===== src/rtl/spi_mem_pkg.sv =====
package spi_mem_pkg;

    typedef enum logic [2:0] {
        ST_IDLE, ST_OPCODE, ST_ADDR, ST_WDATA,
        ST_SWDATA, ST_RDATA, ST_SDATA, ST_IGNORE
    } sm_state_t;

    localparam logic [7:0] OP_WRSR  = 8'h01;
    localparam logic [7:0] OP_WRITE = 8'h02;
    localparam logic [7:0] OP_READ  = 8'h03;
    localparam logic [7:0] OP_WRDI  = 8'h04;
    localparam logic [7:0] OP_RDSR  = 8'h05;
    localparam logic [7:0] OP_WREN  = 8'h06;

    function automatic sm_state_t decode_op(input logic [7:0] op,
                                            input logic busy,
                                            input logic wel);
        sm_state_t nxt;
        nxt = ST_IGNORE;
        if (!busy || op == OP_RDSR) begin
            case (op)
                OP_READ:  nxt = ST_ADDR;
                OP_WRITE: nxt = wel ? ST_ADDR : ST_IGNORE;
                OP_WRSR:  nxt = wel ? ST_SWDATA : ST_IGNORE;
                OP_RDSR:  nxt = ST_SDATA;
                default:  nxt = ST_IGNORE;
            endcase
        end
        return nxt;
    endfunction

endpackage


===== src/rtl/spi_cell_array.sv =====
module spi_cell_array #(
    parameter int DEPTH = 64,
    parameter int DW    = 8,
    localparam int IW   = $clog2(DEPTH)
) (
    input  logic          clk,
    input  logic          rst_n,
    input  logic          we,
    input  logic [IW-1:0] waddr,
    input  logic [DW-1:0] wdata,
    input  logic [IW-1:0] raddr,
    output logic [DW-1:0] rdata
);
    logic [DW-1:0] cells [DEPTH];

    always_ff @(posedge clk or negedge rst_n) begin
        if (!rst_n) begin
            for (int i = 0; i < DEPTH; i++) cells[i] <= '0;
        end else if (we) begin
            cells[waddr] <= wdata;
        end
    end

    assign rdata = cells[raddr];
endmodule


===== src/rtl/spi_write_timer.sv =====
module spi_write_timer #(
    parameter int CYCLES = 1000,
    localparam int CW    = $clog2(CYCLES + 1)
) (
    input  logic clk,
    input  logic rst_n,
    input  logic start,
    output logic busy,
    output logic done
);
    logic [CW-1:0] cnt;

    always_ff @(posedge clk or negedge rst_n) begin
        if (!rst_n) begin
            busy <= 1'b0;
            done <= 1'b0;
            cnt  <= '0;
        end else begin
            done <= 1'b0;
            if (start && !busy) begin
                busy <= 1'b1;
                cnt  <= CW'(CYCLES - 1);
            end else if (busy) begin
                if (cnt == '0) begin
                    busy <= 1'b0;
                    done <= 1'b1;
                end else begin
                    cnt <= cnt - 1'b1;
                end
            end
        end
    end


    done_after_busy_chk: assert property (@(posedge clk) disable iff (!rst_n)
        done |-> !busy);

    busy_holds_chk: assert property (@(posedge clk) disable iff (!rst_n)
        $rose(busy) |=> busy);
endmodule


===== src/rtl/spi_mem_slave.sv =====
module spi_mem_slave
    import spi_mem_pkg::*;
#(
    parameter int DEPTH     = 64,
    parameter int WR_CYCLES = 1000
) (
    input  logic clk,
    input  logic rst_n,
    input  logic cs_n,
    input  logic sck,
    input  logic si,
    input  logic wp_n,
    input  logic hold_n,
    output logic so,
    output logic so_oe
);
    localparam int IDX_W     = $clog2(DEPTH);
    localparam int ADDR_BITS = 16;

    sm_state_t state, state_d;
    logic cs_n_q, sck_q, hold_q, paused;
    logic [3:0] bcnt;
    logic [6:0] sh;
    logic op_is_read;
    logic [ADDR_BITS-1:0] addr;
    logic [7:0] wbyte;
    logic have_byte;
    logic [2:0] obit;
    logic so_q, wel, wpen, wp_low_seen;
    logic [IDX_W-1:0] pend_addr;
    logic [7:0] pend_data;
    logic pend_status;

    logic cs_rise, cs_fall, selected, sck_rise, sck_fall;
    logic [7:0] in_byte, status, rd_data;
    logic prot, wr_start, wr_busy, wr_done, mem_we;

    assign cs_rise  = cs_n & ~cs_n_q;
    assign cs_fall  = ~cs_n & cs_n_q;
    assign selected = ~cs_n & ~cs_n_q & (state != ST_IDLE) & ~paused;
    assign sck_rise = selected & sck & ~sck_q;
    assign sck_fall = selected & ~sck & sck_q;
    assign in_byte  = {sh, si};
    assign status   = {wpen, 5'b0, wel, wr_busy};
    assign prot     = wpen & (wp_low_seen | ~wp_n);
    assign wr_start = cs_rise & ~wr_busy & have_byte & (bcnt == 4'd0) &
                      ((state == ST_WDATA) | ((state == ST_SWDATA) & ~prot));
    assign mem_we   = wr_done & ~pend_status;

    spi_write_timer #(.CYCLES(WR_CYCLES)) u_timer (
        .clk(clk), .rst_n(rst_n), .start(wr_start),
        .busy(wr_busy), .done(wr_done)
    );

    spi_cell_array #(.DEPTH(DEPTH), .DW(8)) u_cells (
        .clk(clk), .rst_n(rst_n), .we(mem_we), .waddr(pend_addr),
        .wdata(pend_data), .raddr(addr[IDX_W-1:0]), .rdata(rd_data)
    );

    // next-state logic
    always_comb begin
        state_d = state;
        if (cs_rise) begin
            state_d = ST_IDLE;
        end else if (cs_fall) begin
            state_d = ST_OPCODE;
        end else if (sck_rise) begin
            unique case (state)
                ST_OPCODE: if (bcnt == 4'd7) state_d = decode_op(in_byte, wr_busy, wel);
                ST_ADDR:   if (bcnt == 4'd15) state_d = op_is_read ? ST_RDATA : ST_WDATA;
                default:   state_d = state;
            endcase
        end
    end

    // state register
    always_ff @(posedge clk or negedge rst_n) begin
        if (!rst_n) state <= ST_IDLE;
        else        state <= state_d;
    end

    // datapath and outputs
    always_ff @(posedge clk or negedge rst_n) begin
        if (!rst_n) begin
            cs_n_q <= 1'b0;  sck_q <= 1'b0;  hold_q <= 1'b1;  paused <= 1'b0;
            bcnt <= '0;  sh <= '0;  op_is_read <= 1'b0;  addr <= '0;
            wbyte <= '0;  have_byte <= 1'b0;  obit <= '0;  so_q <= 1'b0;
            wel <= 1'b0;  wpen <= 1'b0;  wp_low_seen <= 1'b0;
            pend_addr <= '0;  pend_data <= '0;  pend_status <= 1'b0;
        end else begin
            cs_n_q <= cs_n;
            sck_q  <= sck;
            hold_q <= hold_n;

            if (cs_n || state == ST_IDLE)                 paused <= 1'b0;
            else if (!paused && !hold_n && !sck)          paused <= 1'b1;
            else if (paused && hold_n && !hold_q && !sck) paused <= 1'b0;

            if (cs_fall)                                wp_low_seen <= 1'b0;
            else if (state != ST_IDLE && !wp_n)         wp_low_seen <= 1'b1;

            if (cs_fall) begin
                bcnt <= '0;  have_byte <= 1'b0;  obit <= '0;
            end else if (sck_rise) begin
                sh <= in_byte[6:0];
                unique case (state)
                    ST_OPCODE: begin
                        if (bcnt == 4'd7) begin
                            bcnt       <= '0;
                            op_is_read <= (in_byte == OP_READ);
                            if (!wr_busy && in_byte == OP_WREN) wel <= 1'b1;
                            if (!wr_busy && in_byte == OP_WRDI) wel <= 1'b0;
                        end else begin
                            bcnt <= bcnt + 1'b1;
                        end
                    end
                    ST_ADDR: begin
                        addr <= {addr[ADDR_BITS-2:0], si};
                        bcnt <= bcnt + 1'b1;
                    end
                    ST_WDATA, ST_SWDATA: begin
                        if (bcnt == 4'd7) begin
                            wbyte     <= in_byte;
                            have_byte <= 1'b1;
                            bcnt      <= '0;
                        end else begin
                            bcnt <= bcnt + 1'b1;
                        end
                    end
                    default: ;
                endcase
            end else if (sck_fall) begin
                unique case (state)
                    ST_RDATA: begin
                        so_q <= rd_data[~obit];
                        if (obit == 3'd7) addr <= addr + 1'b1;
                        obit <= obit + 1'b1;
                    end
                    ST_SDATA: begin
                        so_q <= status[~obit];
                        obit <= obit + 1'b1;
                    end
                    default: ;
                endcase
            end

            if (wr_start) begin
                pend_addr   <= addr[IDX_W-1:0];
                pend_data   <= wbyte;
                pend_status <= (state == ST_SWDATA);
            end
            if (wr_done) begin
                wel <= 1'b0;
                if (pend_status) wpen <= pend_data[7];
            end
        end
    end

    assign so    = so_q;
    assign so_oe = ~cs_n & ~paused & ((state == ST_RDATA) | (state == ST_SDATA));


    start_on_release_chk: assert property (@(posedge clk) disable iff (!rst_n)
        $rose(wr_busy) |-> cs_n_q);

    wel_clear_chk: assert property (@(posedge clk) disable iff (!rst_n)
        $fell(wr_busy) |=> !wel);

    busy_ignore_chk: assert property (@(posedge clk) disable iff (!rst_n)
        wr_busy |-> !(state inside {ST_ADDR, ST_WDATA, ST_SWDATA, ST_RDATA}));

    hold_freeze_chk: assert property (@(posedge clk) disable iff (!rst_n)
        (paused && !cs_n) |=> $stable(bcnt));
endmodule


===== config.mk =====
export PLATFORM = sky130hd
export DESIGN_NAME = spi_mem_slave
export DESIGN_NICKNAME = d
export VERILOG_FILES = /design/src/rtl/spi_mem_pkg.sv /design/src/rtl/spi_cell_array.sv /design/src/rtl/spi_write_timer.sv /design/src/rtl/spi_mem_slave.sv
export SDC_FILE = /design/constraint.sdc
export NUM_CORES = 1
export LEC_CHECK = 0
export ABC_AREA = 0
export CAP_MARGIN = 20
export CORE_UTILIZATION = 50
export DETAILED_ROUTE_END_ITERATION = 16
export PLACE_DENSITY = 0.65
export SETUP_SLACK_MARGIN = 0.1
export SYNTH_ARGS = -nofsm -noshare
export SYNTH_HDL_FRONTEND = slang
export SYNTH_HIERARCHICAL = 1
export SYNTH_SLANG_ARGS = --single-unit

===== constraint.sdc =====
create_clock -name clk -period 6.5 [get_ports clk]
set_clock_uncertainty 0.15 [all_clocks]
set_input_delay 0.65 -clock clk [delete_from_list [all_inputs] [get_ports clk]]
set_output_delay 0.65 -clock clk [all_outputs]
set_load 0.05 [all_outputs]

==> results.md <==
- Worst Setup End Kind: flop
- Fillers: 4293
- Sequential share of the synthesized area: 0.534
- Initial DRC Count: 1096
- Clk Latency, worst-skew pair: approximately 0.64 ns
- Most frequent cells in the layout: dfrtp_1 (567), mux2_2 (498), mux4_2 (124)
- Setup ws final: 2.54 ns
- Placed cells: 2425
- Worst-Margin Slew: roughly 1.0 ns
- First-pass GRT wire length: 102000 um
- Initial Util: 0.506
- Switching Fraction: 0.243
- Clk pin slew, worst setup/hold paths: ~0.06 ns
- CP Class: reg2reg
- Gr usage total: 0.240
- Pin count of the biggest net entering global routing: around 170
- Dpl hpwl: 40100 um
- Total Wirelength: 64100 um
- CP Launch Point: addr[0]
- Fin Setup TNS: 0 ns
- Area Overhead vs Synth: 9.11%
- Tcrit/Tclk final: 0.609
- Leakage: roughly 14 nW
- Final non-filler cell total: 2537
- Syn nets: 1842
- Final setup fails: 0
- Clock buffer depth: 3
- WP buf/inv: 1
- CTS sink cnt: 580
- Worst path slowest cell: dfrtp_4
- Required time of the worst setup path: between 6 and 7 ns
- Post-synth ARST share: 1.00
- Crit-path max cell delay: between 0.8 and 0.9 ns
- TritonCTS buffer count: 60
- CP startpoint kind: flop
- N_diodes: 0
- Part of the power in the clock network: 0.428
- DIE AREA: 55300 um2
- Sequential cell area: around 15000 um2
- CP delay by family, top: multiplexers
- Final Max Tran Viols: 0
- CTS tree: done
- Via density: a little over 6
- DRC: 0
- Gpl congestion: 0.839
- I/O pin total: 9
- Logic pwr share: 0.072
- Routed vias: 15700
- Port bufs: 8
- Yosys warning total: 6
- Pwr Density: 257 nW/um2
- Fraction of layout cells with a size suffix above 1: 0.424
- Unrepaired setup endpoints after global routing: no
- Int Pwr: 5.76 mW
- #FFs+latches synth: 580
- DIE HEIGHT: 235 um
- Worst path arrival time: 4.30 ns
- WL/cell: 25.3 um
- Mapped Cells: 1826
- Initial antenna violation count: 0
- DR pass1 iterations: 5
- Postcts setup bufs: 0
- Count of cell types in the netlist: 71
- Status: finished, final reports clean
- Max_cap viols: 0
- Fmax: 252 MHz
- Post-synth EDFFs: 0
- Post-Syn Area: 27200 um2
- Switching power: between 1.5 and 2 mW
- Max IR drop VDD: 0.231 mV
- Hold crit path type: in2reg
- Nets: about 1800
- Gr ovfl total: 0
- Crit Path Max Fanout: 41
- Final ANT Viol Nets: 0
- Dominant synthesized flop cell: dfrtp_1
- Commonest non-fill, non-tap cell in the layout: dfrtp_1
- Core Footprint: 53700 um2
- Cell Chain, Critical Path: buf_4 -> mux4_2 -> mux2i_1 -> nor2_1 -> a211oi_1 -> mux2i_1 -> mux4_2 -> o211ai_1 -> a31oi_1
- Avg Inst Size Synth: 14.9 um2
- Multi-input gate area: 12000 um2
- Worst slew margin: 0.325
- FP Rows: 85
- Vias in the first global route: 16500
- Die X: 235 um
- Final hold vios: 0
- Seq pwr share: 0.500
- RR Startpoint: addr[0]
- Clock root cell: clkbuf_16
- Setup WS pre-CTS: 2.50 ns
- H-tree depth: 2
- Period minus WS final: ~4.0 ns
- Hold path start: hold_n
==> synth_stat cells (all sizes together), types with 12 or more instances <==
cell,count,area (um2)
nand3,17,100
nand2,63,236
nor2b,17,106
inv,12,45.0
nor2,68,330
nor3,17,100
a31oi,12,75.1
buf,60,370
mux2i,36,360
mux2,555,6250
clkbuf,66,248
a21oi,21,109
mux4,133,3030
o21ai,26,130
dfrtp,579,14500
==> per-stage QoR <==
step | power (mW) | instance area [um2] | hold WS (ns) | util
final | 7.61 | 29600 | 0.290 | 0.552
after global routing | 7.91 | 29600 | 0.289 | 0.552
after CTS | 7.70 | 29600 | 0.262 | 0.551
after detailed placement | 4.43 | 27700 | 0.320 | 0.516
after global placement | 4.42 | 27700 | 0.312 | 0.516
after floorplan | 4.24 | 27200 | 0.204 | -
==> logic make-up (layout without fill, tap and decap cells) <==
family                   Yosys count  in the layout  synth area share
multiplexers                     724            724             0.355
flip-flops                       580            580             0.534
AND/OR/NAND/NOR                  255            255            0.0526
buffers and inverters            138            153            0.0244
AO/OA/AOI/OAI                    117            117            0.0285
adder cells (fa/ha/maj)            9              9           0.00415
XOR/XNOR                           3              3          0.000968
==> final cells by class <==
type / instances / area share
Clock buffer: 96 / 0.0589
Clock inverter: 12 / 0.00346
Inverter: 12 / 0.00152
Multi-Input combinational cell: 1108 / 0.404
Sequential cell: 580 / 0.491
Tap cell: 696 / 0.0294
Timing Repair Buffer: 33 / 0.0119
==> layer usage <==
layer  global-route usage  up-vias  routed length [um]
li1                     -     6773                   -
met1                0.347     8439               28900
met2                0.372      375               30200
met3               0.0401      110                3270
met4               0.0809        0                1710
met5                    0        -                   0
==> state kept, by name, indices dropped and copies added, names as in the netlist, 3 cells and up <==
signal         flops
wbyte              8
pend_data          8
u_cells/cells    512
obit               3
state              3
pend_addr          6
u_timer/cnt       10
bcnt               4
addr               6
sh                 7
==> power by group through the flow <==
stage	Combinational, mW	Clock [mW]	Sequential (mW)
global route	0.603	3.49	3.82
CTS	0.557	3.34	3.81
global placement	0.547	0	3.87
finish	0.545	3.26	3.80
floorplan	0.448	0	3.79
detailed placement	0.556	0	3.87
==> what timing repair did <==
| action | in CTS | in global routing |
|---|---|---|
| hold endpoints to repair | 36 | 0 |
| hold buffers | 1 | 0 |
| gates resized for setup | 0 | 0 |
==> path summary, 6_finish.rpt <==
kind / slack (ns) / cells past startpoint / to
setup reg to reg: 2.54 / 9 / so
hold reg to reg: 0.33 / 1 / u_cells/cells[452]
min in group asynchronous: 0.51 / 2 / u_timer/cnt[8]
setup / recovery: 2.54 / 9 / so
hold / removal: 0.29 / 1 / hold_q
max in group asynchronous: 4.13 / 3 / u_cells/cells[399]
Power figures use the tool's default switching activity.
